==> config.mk <==
export PLATFORM = sky130hd
export DESIGN_NAME = carrier_detect_qual
export DESIGN_NICKNAME = d
export VERILOG_FILES = /design/src/rtl/cdq_pkg.sv /design/src/rtl/cdq_sync.sv /design/src/rtl/cdq_interval_meter.sv /design/src/rtl/cdq_qualifier.sv /design/src/rtl/carrier_detect_qual.sv
export SDC_FILE = /design/constraint.sdc
export NUM_CORES = 1
export LEC_CHECK = 0
export CORE_ASPECT_RATIO = 1.75
export CORE_UTILIZATION = 54
export CTS_CLUSTER_DIAMETER = 100
export DETAILED_ROUTE_END_ITERATION = 16
export PLACE_DENSITY_LB_ADDON = 0.1
export SETUP_SLACK_MARGIN = 0.5
export SYNTH_ARGS = -nofsm -noshare
export SYNTH_HDL_FRONTEND = slang
export SYNTH_HIERARCHICAL = 1
export SYNTH_SLANG_ARGS = --single-unit
==> constraint.sdc <==
create_clock -name clk -period 2.65 [get_ports clk]
set_input_delay 0.53 -clock clk [delete_from_list [all_inputs] [get_ports clk]]
set_output_delay 0.53 -clock clk [all_outputs]
set_load 0.005 [all_outputs]
==> src/rtl/cdq_pkg.sv <==
package cdq_pkg;

    typedef enum logic {
        CDQ_HUNT = 1'b0,
        CDQ_LOCK = 1'b1
    } cdq_state_e;

    typedef struct packed {
        logic seen;   // synchronized transition this cycle
        logic valid;  // transition with an in-window interval
    } cdq_edge_t;

    function automatic logic in_window(input int unsigned ivl,
                                       input int unsigned lo,
                                       input int unsigned hi);
        return (ivl >= lo) && (ivl <= hi);
    endfunction

endpackage

==> src/rtl/cdq_sync.sv <==
module cdq_sync #(
    parameter int STAGES = 2
) (
    input  logic clk,
    input  logic rst,
    input  logic d_in,
    output logic d_out
);
    logic [STAGES-1:0] chain;

    always_ff @(posedge clk) begin
        if (rst) chain[0] <= 1'b0;
        else     chain[0] <= d_in;
    end

    generate
        for (genvar i = 1; i < STAGES; i++) begin : g_stage
            always_ff @(posedge clk) begin
                if (rst) chain[i] <= 1'b0;
                else     chain[i] <= chain[i-1];
            end
        end
    endgenerate

    assign d_out = chain[STAGES-1];
endmodule

==> src/rtl/cdq_interval_meter.sv <==
module cdq_interval_meter
    import cdq_pkg::*;
#(
    parameter int MIN_IVL = 2000,
    parameter int MAX_IVL = 5000
) (
    input  logic      clk,
    input  logic      rst,
    input  logic      clr,
    input  logic      zc_s,
    output cdq_edge_t ev
);
    localparam int W = $clog2(MAX_IVL + 2);
    localparam logic [W-1:0] SAT = W'(MAX_IVL + 1);

    logic         prev_q;
    logic [W-1:0] ivl_q;

    always_comb begin
        ev.seen  = zc_s ^ prev_q;
        ev.valid = ev.seen && !clr &&
                   in_window(32'(ivl_q), MIN_IVL, MAX_IVL);
    end

    always_ff @(posedge clk) begin
        if (rst) begin
            prev_q <= 1'b0;
            ivl_q  <= SAT;
        end else begin
            prev_q <= zc_s;
            if (clr)
                ivl_q <= SAT;
            else if (ev.seen)
                ivl_q <= W'(1);
            else if (ivl_q != SAT)
                ivl_q <= ivl_q + W'(1);
        end
    end
endmodule

==> src/rtl/cdq_qualifier.sv <==
module cdq_qualifier
    import cdq_pkg::*;
#(
    parameter int QUAL_COUNT  = 8,
    parameter int HOLD_CYCLES = 100000
) (
    input  logic      clk,
    input  logic      rst,
    input  logic      clr,
    input  cdq_edge_t ev,
    output logic      locked
);
    localparam int CW = $clog2(QUAL_COUNT + 1);
    localparam int HW = $clog2(HOLD_CYCLES + 1);
    localparam logic [CW-1:0] LAST_RUN = CW'(QUAL_COUNT - 1);
    localparam logic [HW-1:0] HOLD_LD  = HW'(HOLD_CYCLES);

    cdq_state_e    state_q;
    logic [CW-1:0] run_q;
    logic [HW-1:0] hold_q;

    always_ff @(posedge clk) begin
        if (rst || clr) begin
            state_q <= CDQ_HUNT;
            run_q   <= '0;
            hold_q  <= '0;
        end else begin
            unique case (state_q)
                CDQ_HUNT: begin
                    if (ev.seen) begin
                        if (!ev.valid) begin
                            run_q <= '0;
                        end else if (run_q == LAST_RUN) begin
                            state_q <= CDQ_LOCK;
                            run_q   <= '0;
                            hold_q  <= HOLD_LD;
                        end else begin
                            run_q <= run_q + CW'(1);
                        end
                    end
                end
                CDQ_LOCK: begin
                    if (ev.valid) begin
                        hold_q <= HOLD_LD;
                    end else if (hold_q <= HW'(1)) begin
                        state_q <= CDQ_HUNT;
                        hold_q  <= '0;
                    end else begin
                        hold_q <= hold_q - HW'(1);
                    end
                end
                default: state_q <= CDQ_HUNT;
            endcase
        end
    end

    assign locked = (state_q == CDQ_LOCK);
endmodule

==> src/rtl/carrier_detect_qual.sv <==
module carrier_detect_qual
    import cdq_pkg::*;
#(
    parameter int SYNC_STAGES = 2,
    parameter int MIN_IVL     = 2000,
    parameter int MAX_IVL     = 5000,
    parameter int QUAL_COUNT  = 8,
    parameter int HOLD_CYCLES = 100000
) (
    input  logic clk,
    input  logic rst,
    input  logic en,
    input  logic pwr_dn,
    input  logic zc_in,
    input  logic raw_bit,
    output logic cd_n,
    output logic gated_bit
);
    logic      zc_s;
    logic      clr;
    logic      locked;
    cdq_edge_t ev;

    assign clr = pwr_dn || !en;

    cdq_sync #(.STAGES(SYNC_STAGES)) u_sync (
        .clk(clk), .rst(rst), .d_in(zc_in), .d_out(zc_s)
    );

    cdq_interval_meter #(.MIN_IVL(MIN_IVL), .MAX_IVL(MAX_IVL)) u_meter (
        .clk(clk), .rst(rst), .clr(clr), .zc_s(zc_s), .ev(ev)
    );

    cdq_qualifier #(.QUAL_COUNT(QUAL_COUNT), .HOLD_CYCLES(HOLD_CYCLES)) u_qual (
        .clk(clk), .rst(rst), .clr(clr), .ev(ev), .locked(locked)
    );

    assign cd_n      = !locked;
    assign gated_bit = locked ? raw_bit : 1'b1;
endmodule

# ---- Word level (Yosys, flattened, before mapping)
# Index checks and enable logic that the tools add are counted.
dict set report classes {
  add_sub_neg 3
  n_bitwise 2
  n_shift 0
  div 0
  reduce_logical 13
  n_lt_le_gt_ge 3
  n_eq_ne 5
  muxes 17
  n_mul 0
}
# operator n
set ops {}
lappend ops {{17-bit two-way mux} 5}
lappend ops {{17-bit case mux with 2 select lines} 1}
lappend ops {{13-bit two-way mux} 2}
lappend ops {{17-bit by 1-bit <= comparator with 1-bit output (second input constant)} 1}
lappend ops {{17-bit by 1-bit subtractor with 17-bit output (second input constant)} 1}
lappend ops {{13-bit by 1-bit adder with 13-bit output (second input constant)} 1}
lappend ops {{13-bit by 11-bit greater-or-equal comparator with 1-bit output (second input constant)} 1}
lappend ops {{13-bit <= comparator (second input constant)} 1}
lappend ops {{13-bit inequality test (second input constant)} 1}
lappend ops {{4-bit two-way mux} 2}
lappend ops {{1-bit two-way mux} 6}
lappend ops {{4-bit by 1-bit adder with 4-bit output (second input constant)} 1}
lappend ops {{4-bit by 3-bit equality test with 1-bit output (second input constant)} 1}
lappend ops {{2-bit by 1-bit inequality test with 1-bit output (second input constant)} 2}
lappend ops {{1-bit logical AND} 3}
lappend ops {{1-bit zero test} 3}
lappend ops {{3-bit AND reduction} 1}
lappend ops {{3-bit OR reduction} 1}
lappend ops {{1-bit logical OR} 2}
lappend ops {{2-bit inequality test (second input constant)} 1}
lappend ops {{1-bit case mux with 2 select lines} 1}
lappend ops {{2-bit AND reduction} 1}
lappend ops {{2-bit nonzero test} 1}
lappend ops {{2-bit OR reduction} 1}
lappend ops {{2 further kinds} 2}
dict set report word_totals {
  n_memories 0
  mem_bits_rw 0
  out_inout_bits 2
  rom_bits 0
  reg_bits 38
  latch_bits 0
}

# ---- Longest topological paths before layout
# Gate-level depths: netlist of run 1.
dict set report depth {
  ltp_word 8
  ltp_mapped 14
  mapped_depth_nobuf 11
}

# ---- Hierarchy
# The synthesis of run 1 kept the hierarchy.
# mod cells_each seq_area_each_um2 area_each_um2 instances
set modules_own_cells {}
lappend modules_own_cells {cdq_qualifier 148 440.4 1203.7 1}
lappend modules_own_cells {cdq_interval_meter 83 280.3 721.9 1}
lappend modules_own_cells {cdq_sync 4 40.0 52.6 1}
lappend modules_own_cells {carrier_detect_qual 3 0.0 16.3 1}

# ---- Worst setup path after synthesis of run 1
# No wires, ideal clock.
dict set report synth_path {
  path_kind {register to register}
  start {register u_meter.ivl_q[4]}
  end {register u_qual.hold_q[14]}
  arrival_ps 2539
  t_required_ps 2529
  path_slack_ps -10
  setup_ps 121
  n_path_buf 3
  path_stages_with_launch 13
  cell_sequence {dfxtp_1 > or3_1 > a21oi_1 > o21ai_0 > a2111oi_2 > clkbuf_1 > nand2b_1 > clkbuf_1 > nor2_1 > o21ai_2 > buf_6 > o21ai_2 > mux2_2}
}
# item line_no
set synth_lines {}
lappend synth_lines {{start, declared} cdq_interval_meter.sv:17} ;# logic [W-1:0] ivl_q;
lappend synth_lines {{start signal, assigned} cdq_interval_meter.sv:36} ;# ivl_q <= ivl_q + W'(1);
lappend synth_lines {{end signal, assigned} cdq_qualifier.sv:49} ;# hold_q <= hold_q - HW'(1);
lappend synth_lines {{end, declared} cdq_qualifier.sv:20} ;# logic [HW-1:0] hold_q;

==> impl_metrics.csv, run 1 <==
group,metric,value,unit
status,run_status,"completed",
grt,grt_first_pass_wirelength,7010,µm
worst_setup_path,r2r-start,"u_meter/ivl_q[4]$_SDFFE_PP0N_",
clocking,cts-buffers-inserted,5,
finish,multiInputGateArea,0.00131,mm²
finish,fin_area,0.00260,mm²
logic_synthesis,synth-main-ff-cell,"sky130_fd_sc_hd__dfxtp_1",
finish,areaGrowthSynthToFinish,30.3,%
pwr,internal-power,1.00,mW
floorplan,initial_core_util,57.5,%
sta,maxSlewHeadroom,58.6,%
drt,route.final.wire_length,4710,µm
grt,gr-usage-all-layers,25.5,%
floorplan,placementRows,28,
floorplan,die-width,47.9,µm
finish,commonest_non_fill_non_tap_cell_in_the_layout,"sky130_fd_sc_hd__dfxtp_1",
logic_synthesis,synthDistinctLibCells,50,
drt,detail_route.first_pass.iterations,4,
placed_design,placed_area,0.00222,mm²
drt,drt.antenna.violating_nets,0,
pwr,p_clk_share,49.2,%
worst_setup_path,slowest_delay,0.39,ns
worst_setup_path,setup.worst_path.end_class,"flop",
finish,finish.net_count,284,
clocking,cts_sinks,38,
clocking,clk-insertion-delay-late,0.29,ns
clocking,cts.hold.buffers_added,0,
drt,wire_per_inst,14.8,µm
grt,number_of_antenna_violations_at_the_first_check_in_global_routing,0,
sta,maxClockFrequency,0.439,GHz
worst_setup_path,timing.critical_path.arrival,2.46,ns
pwr,power.static_leakage,1.06,nW
logic_synthesis,syn_area_per_cell,8.38,µm²
sta,final.setup_skew,0.00903,ns
finish,layout.area.seq,771,µm²
logic_synthesis,synthesis.instances,238,
worst_setup_path,worstSetupPathType,"reg -> reg",
clocking,htreeDepth,2,
floorplan,core_area,0.00347,mm²
worst_setup_path,cpMaxStageDelayCell,"sky130_fd_sc_hd__or3_4",
finish,fraction_of_final_layout_cells_sized_beyond_drive_strength_1,28.6,%
sta,fin_setup_tns,0,ns
min_path,hold_path.class,"reg -> reg",
grt,grt_remaining_overflow,0,
placed_design,globalplace.congestion,0.856,
min_path,hp-start,"u_sync/chain[0]$_SDFF_PP0_",
grt,grt_pass1_vias,1664,
pwr,sequentialPowerShare,46.3,%
pwr,p_sw,0.242,mW
clocking,buffer_depth_of_the_longest_clock_path,2,
pwr,vdd_drop_max,539,µV
finish,most-common-layout-cells,"34 x sky130_fd_sc_hd__dfxtp_1, 23 x sky130_fd_sc_hd__nor2_1, 19 x sky130_fd_sc_hd__nand2_1, 18 x sky130_fd_sc_hd__buf_4",
sta,drv_slew,0,
grt,grt_max_degree,13,
logic_synthesis,postSynth.asyncResetShare,0,%
placed_design,place.detailed.instances,299,
logic_synthesis,seq_total_area_yosys,38.1,%
floorplan,floorplan.io_pins,8,
drt,drc,0,
pwr,cellPowerDensity,478,mW/mm²
finish,final.fill_count,267,
worst_setup_path,timing.critical_path.max_delay_family,"simple AND/OR/NAND/NOR gates",
worst_setup_path,cp-startpoint,"u_meter/ivl_q[4]$_SDFFE_PP0N_",
placed_design,io_buffer_count,7,
sta,worst_pin_slew,0.621,ns
pwr,power.share.combinational,4.6,%
clocking,clockRootBuffer,"sky130_fd_sc_hd__clkbuf_8",
drt,detailed_route_via_count,1867,
placed_design,dp_hpwl,3320,µm
floorplan,design.die.area,0.00395,mm²
logic_synthesis,post_synth_edffs,0,
sta,number_of_hold_violations_in_the_final_report,0,
clocking,tritoncts,"built",
clocking,clk_pin_slew,0.08,ns
logic_synthesis,syn_area,0.00199,mm²
drt,route.detailed.vias_per_inst,5.87,
finish,final_instance_count_excl_fillers,318,
flow_run,drv.max_cap_violation_count,0,
drt,drt_iter0_markers,25,
sta,setup_violations,0,
finish,antenna-diode-count,0,
logic_synthesis,yosys_register_bits,38,
pwr,total_power,1.24,mW
sta,post-route-period-util,85.9,%
sta,grt_setup_unrepaired,"yes",
sta,post-route-min-period,2.28,ns
pwr,sw_frac_of_total,19.5,%
worst_setup_path,critical_path.startpoint_type,"flop",
worst_setup_path,crit_chain,"or3_4 > a21oi_2 > o21ai_2 > a2111oi_2 > buf_4 > nand2b_4 > nor2_4 > o21ai_4 > and2b_1 > mux2_2",
logic_synthesis,synth.yosys.warnings,6,
floorplan,die_h,82.4,µm
worst_setup_path,buffering_stage_count_on_the_worst_path_with_inverters_included,1,
worst_setup_path,critical_path.max_fanout,5,
logic_synthesis,syn-num-nets,250,
worst_setup_path,critical_path_rt,2.83,ns
==> cell usage after synthesis, types with 2 or more instances <==
| cell type | number | area [µm²] |
|---|---|---|
| sky130_fd_sc_hd__dfxtp_1 | 38 | 761 |
| sky130_fd_sc_hd__nor2_1 | 26 | 97.6 |
| sky130_fd_sc_hd__nand2_1 | 21 | 78.8 |
| sky130_fd_sc_hd__o21ai_0 | 15 | 75.1 |
| sky130_fd_sc_hd__a21oi_1 | 14 | 70.1 |
| sky130_fd_sc_hd__nand3_1 | 12 | 60.1 |
| sky130_fd_sc_hd__inv_1 | 9 | 33.8 |
| sky130_fd_sc_hd__nor3_1 | 9 | 45.0 |
| sky130_fd_sc_hd__xnor2_1 | 9 | 78.8 |
| sky130_fd_sc_hd__ha_1 | 6 | 75.1 |
| sky130_fd_sc_hd__nor4_1 | 6 | 37.5 |
| sky130_fd_sc_hd__or3_1 | 6 | 37.5 |
| sky130_fd_sc_hd__xor2_1 | 6 | 52.6 |
| sky130_fd_sc_hd__nand2b_1 | 5 | 31.3 |
| sky130_fd_sc_hd__nor2b_1 | 5 | 31.3 |
| sky130_fd_sc_hd__a31oi_1 | 3 | 18.8 |
| sky130_fd_sc_hd__clkbuf_1 | 3 | 11.3 |
| sky130_fd_sc_hd__nand4_1 | 3 | 18.8 |
| sky130_fd_sc_hd__or3_2 | 3 | 22.5 |
| sky130_fd_sc_hd__a21o_1 | 2 | 15.0 |
| sky130_fd_sc_hd__nor3b_1 | 2 | 15.0 |
| sky130_fd_sc_hd__o211ai_1 | 2 | 15.0 |
| sky130_fd_sc_hd__o21ai_2 | 2 | 17.5 |
| sky130_fd_sc_hd__o22ai_1 | 2 | 12.5 |
| sky130_fd_sc_hd__or2_2 | 2 | 12.5 |
| sky130_fd_sc_hd__or4_2 | 2 | 17.5 |
| sky130_fd_sc_hd__or4_4 | 2 | 22.5 |
==> flip-flops by register name (all words and copies together) (netlist names) <==
register / flops
u_qual/hold_q: 17
u_meter/ivl_q: 13
u_qual/run_q: 4
u_meter/prev_q: 1
u_qual/locked: 1
u_sync/chain: 1
u_sync/d_out: 1
==> repair_timing <==
action | CTS | global route
setup buffers | 8 | 3
gates resized for setup | 25 | 15
cloned | 0 | 0
endpoints found under the setup margin | 16 | 18
pin swaps | 7 | 9
endpoints found under the hold margin | 0 | 0
==> final timing paths <==
path                                                  endpoint  slack [ns]  cells after the start
worst max register to register  u_qual/hold_q[14]$_SDFFE_PP0P_        0.37                     10
worst min register to register         u_sync/d_out$_SDFF_PP0_        0.45                      1
worst max-delay path            u_qual/hold_q[14]$_SDFFE_PP0P_        0.37                     10
worst min-delay path                   u_sync/d_out$_SDFF_PP0_        0.45                      1
==> power by group through the flow <==
stage	clock network (mW)	registers, mW	logic [mW]
CTS	0.623	0.575	0.0558
detailed placement	0	0.591	0.0520
global route	0.645	0.576	0.0614
floorplan	0	0.590	0.0309
finish	0.611	0.575	0.0569
global placement	0	0.591	0.0515
==> cell families (layout without fill, tap and decap cells) <==
group / count (synthesis) / count (layout) / share of synthesized area [%]
multiplexers: 2 / 2 / 1.07
flip-flops: 38 / 38 / 38.1
XOR/XNOR: 15 / 15 / 6.59
adder cells (fa/ha/maj): 6 / 6 / 3.76
buffers and inverters: 14 / 49 / 3.20
AO/OA/AOI/OAI: 49 / 49 / 15.6
AND/OR/NAND/NOR: 114 / 114 / 31.6
==> per-stage QoR <==
step,setup slack [ns],util (%),hold WS [ns]
global route,0.294,74.9,0.472
floorplan,0.304,-,0.414
finish,0.373,74.9,0.448
global placement,0.137,64.1,0.417
CTS,0.401,72.5,0.448
detailed placement,0.107,64.1,0.430
==> cell type report <==
type / count / area share, %
clock buffer: 6 / 3.18
clock inverter: 2 / 2.31
inverter: 9 / 1.30
multi-input combinational: 186 / 50.4
sequential: 38 / 29.7
tap: 45 / 2.17
timing repair buffer: 32 / 11.0
==> routing by layer <==
layer | track usage (%) | wire, µm | vias up
met3 | 5.87 | 145 | 17
met4 | 15.6 | 186 | 0
met5 | 0 | 0 | -
li1 | - | - | 925
met2 | 46.6 | 2610 | 41
met1 | 23.3 | 1760 | 884
No activity file was read; power rests on OpenSTA's default activity.
==> run 2, diff against run 1 <==
--- a/config.mk
+++ b/config.mk
@@ -6,9 +6,11 @@
 export NUM_CORES = 1
 export LEC_CHECK = 0
 export CORE_ASPECT_RATIO = 1.75
-export CORE_UTILIZATION = 54
+export CORE_MARGIN = 5
+export CORE_UTILIZATION = 64
 export CTS_CLUSTER_DIAMETER = 100
 export DETAILED_ROUTE_END_ITERATION = 16
+export GPL_ROUTABILITY_DRIVEN = 0
 export PLACE_DENSITY_LB_ADDON = 0.1
 export SETUP_SLACK_MARGIN = 0.5
 export SYNTH_ARGS = -nofsm -noshare
==> constraint.sdc (replaced) <==
create_clock -name clk -period 2.82 [get_ports clk]
set_input_delay 0.564 -clock clk [delete_from_list [all_inputs] [get_ports clk]]
set_output_delay 0.564 -clock clk [all_outputs]
set_load 0.005 [all_outputs]
==> impl_metrics.csv, run 2 (synthesized netlist as in run 1, its figures left out) <==
group,metric,value,unit
status,run_status,"completed",
floorplan,die-width,52.2,µm
worst_setup_path,worstSetupPathType,"reg -> reg",
floorplan,floorplan.io_pins,8,
pwr,sequentialPowerShare,56.0,%
grt,grt_pass1_vias,1876,
clocking,cts_sinks,38,
worst_setup_path,r2r_end,"u_qual/hold_q[16]$_SDFFE_PP0P_",
floorplan,design.die.area,0.00438,mm²
floorplan,die_h,83.8,µm
worst_setup_path,cpMaxStageDelayCell,"sky130_fd_sc_hd__or4_4",
drt,route.detailed.vias_per_inst,6.33,
sta,maxClockFrequency,0.437,GHz
sta,post-route-period-util,81.1,%
sta,worst_pin_slew,0.584,ns
finish,most_flop_heavy_register,"u_qual/hold_q",
drt,detail_route.first_pass.iterations,6,
grt,grt_remaining_overflow,0,
placed_design,placed_area,0.00215,mm²
flow_run,drv.max_cap_violation_count,0,
finish,finish.net_count,279,
drt,wire_per_inst,17.2,µm
finish,areaGrowthSynthToFinish,21.0,%
sta,setup_violations,0,
clocking,buffer_depth_of_the_longest_clock_path,2,
drt,route.final.wire_length,5340,µm
worst_setup_path,critPathMostFrequentCell,"sky130_fd_sc_hd__or4_4",
clocking,tritoncts,"built",
floorplan,placementRows,26,
pwr,vdd_drop_max,387,µV
worst_setup_path,rrSetupSlack,0.53,ns
sta,drv_slew,0,
sta,maxSlewHeadroom,61.1,%
finish,reg.largest.list,"u_qual/hold_q (17), u_meter/ivl_q (13), u_qual/run_q (4)",
floorplan,core_area,0.00296,mm²
sta,number_of_hold_violations_in_the_final_report,0,
worst_setup_path,timing.critical_path.arrival,2.46,ns
placed_design,io_buffer_count,7,
pwr,p_sw,0.208,mW
drt,drt.antenna.violating_nets,0,
finish,fraction_of_final_layout_cells_sized_beyond_drive_strength_1,22.8,%
finish,largest_register_ff_count,17,
finish,fin_area,0.00241,mm²
pwr,p_clk_share,38.9,%
clocking,clk_pin_slew,0.07,ns
pwr,cellPowerDensity,400,mW/mm²
clocking,htreeDepth,2,
worst_setup_path,setup.worst_path.end_class,"flop",
drt,detailed_route_via_count,1962,
grt,number_of_antenna_violations_at_the_first_check_in_global_routing,0,
worst_setup_path,critical_path.max_fanout,7,
clocking,clockRootBuffer,"sky130_fd_sc_hd__clkbuf_8",
pwr,power.share.combinational,5.1,%
grt,grt_max_degree,12,
clocking,cts-buffers-inserted,5,
pwr,sw_frac_of_total,21.5,%
clocking,clk-insertion-delay-late,0.29,ns
worst_setup_path,r2r-start,"u_qual/hold_q[11]$_SDFFE_PP0P_",
worst_setup_path,critical_path_rt,3.00,ns
pwr,power.static_leakage,0.973,nW
worst_setup_path,slowest_delay,0.57,ns
finish,commonest_non_fill_non_tap_cell_in_the_layout,"sky130_fd_sc_hd__dfxtp_1",
worst_setup_path,crit_end,"u_qual/hold_q[16]$_SDFFE_PP0P_",
worst_setup_path,cp-startpoint,"u_qual/hold_q[11]$_SDFFE_PP0P_",
worst_setup_path,crit_chain,"or4_4 > or4_4 > nor2_2 > o31ai_2 > a211o_1",
finish,antenna-diode-count,0,
sta,fin_worst_hold_slack,0.462,ns
grt,gr-usage-all-layers,25.3,%
floorplan,initial_core_util,67.4,%
min_path,hold_path.class,"reg -> reg",
finish,most-common-layout-cells,"33 x sky130_fd_sc_hd__dfxtp_1, 24 x sky130_fd_sc_hd__nor2_1, 19 x sky130_fd_sc_hd__nand2_1, 18 x sky130_fd_sc_hd__buf_4, 13 x sky130_fd_sc_hd__a21oi_1",
sta,final.setup_skew,0.00399,ns
finish,finalCoreUtilization,81.5,%
placed_design,dp_hpwl,3580,µm
sta,grt_setup_unrepaired,"yes",
worst_setup_path,critical_path.startpoint_type,"flop",
sta,fin_setup_tns,0,ns
drt,drc,0,
pwr,internal-power,0.757,mW
worst_setup_path,r2r.worst_path.cells,5,
min_path,whs_path_depth,1,
sta,post-route-min-period,2.29,ns
drt,drt_iter0_markers,149,
grt,grt_first_pass_wirelength,8310,µm
-- run 2: cell count changes in the layout (fill, tap and decap cells not counted), sizes merged --
cell,change
clkinv,+1
buf,-5
bufinv,-2
clkbuf,+1
dlymetal6s2s,-1
clkdlybuf4s50,+1
-- run 2: critical path: cells and delay by family, from the launching register on --
family | cells | cell delay [ns]
AOI/OAI and AO/OA | 2 | 0.41
DFF | 1 | 0.36
and+or+nand+nor | 3 | 1.41
-- run 2: power groups by stage --
stage                     Sequential, mW  Clock [mW]  Combinational, mW
after floorplan                    0.555           0             0.0290
after global placement             0.555           0             0.0431
after detailed placement           0.555           0             0.0447
after CTS                          0.542       0.388             0.0454
after global routing               0.540       0.413             0.0535
final                              0.541       0.375             0.0491
-- run 2: worst min-delay path by stage --
stage	slack, ns	start	to
after floorplan	0.41	u_sync/chain[0]$_SDFF_PP0_	u_sync/d_out$_SDFF_PP0_
after global placement	0.43	u_sync/chain[0]$_SDFF_PP0_	u_sync/d_out$_SDFF_PP0_
after detailed placement	0.44	u_sync/chain[0]$_SDFF_PP0_	u_sync/d_out$_SDFF_PP0_
after CTS	0.46	u_sync/chain[0]$_SDFF_PP0_	u_sync/d_out$_SDFF_PP0_
after global routing	0.48	u_sync/chain[0]$_SDFF_PP0_	u_sync/d_out$_SDFF_PP0_
final	0.46	u_sync/chain[0]$_SDFF_PP0_	u_sync/d_out$_SDFF_PP0_
-- run 2: metrics by stage --
step / power, mW / setup WS, ns / std cells
2_1_floorplan: 0.584 / 0.474 / 238
3_3_place_gp: 0.598 / 0.251 / 287
3_5_place_dp: 0.600 / 0.192 / 287
4_1_cts: 0.975 / 0.455 / 301
5_1_grt: 1.01 / 0.425 / 310
6_report: 0.965 / 0.534 / 310
-- run 2: final cells by class --
type / instances / area, µm²
Clock buffer: 7 / 86.3
Clock inverter: 1 / 5.00
Fill cell: 212 / 548
Inverter: 9 / 33.8
Multi-Input combinational cell: 186 / 1230
Sequential cell: 38 / 774
Tap cell: 42 / 52.6
Timing Repair Buffer: 27 / 228
-- run 2: routing by layer --
metal / vias up / global-route usage [%] / wire, µm
li1: 916 / - / -
met1: 919 / 23.5 / 1800
met2: 85 / 47.2 / 2950
met3: 42 / 5.37 / 224
met4: 0 / 14.9 / 370
met5: - / 0 / 0
-- run 2: timing repair --
action,4_1_cts,5_1_grt
setup buffers,6,9
resized for setup,9,12
hold buffers,0,0
pin swaps,7,7
endpoints found under the setup margin,7,16
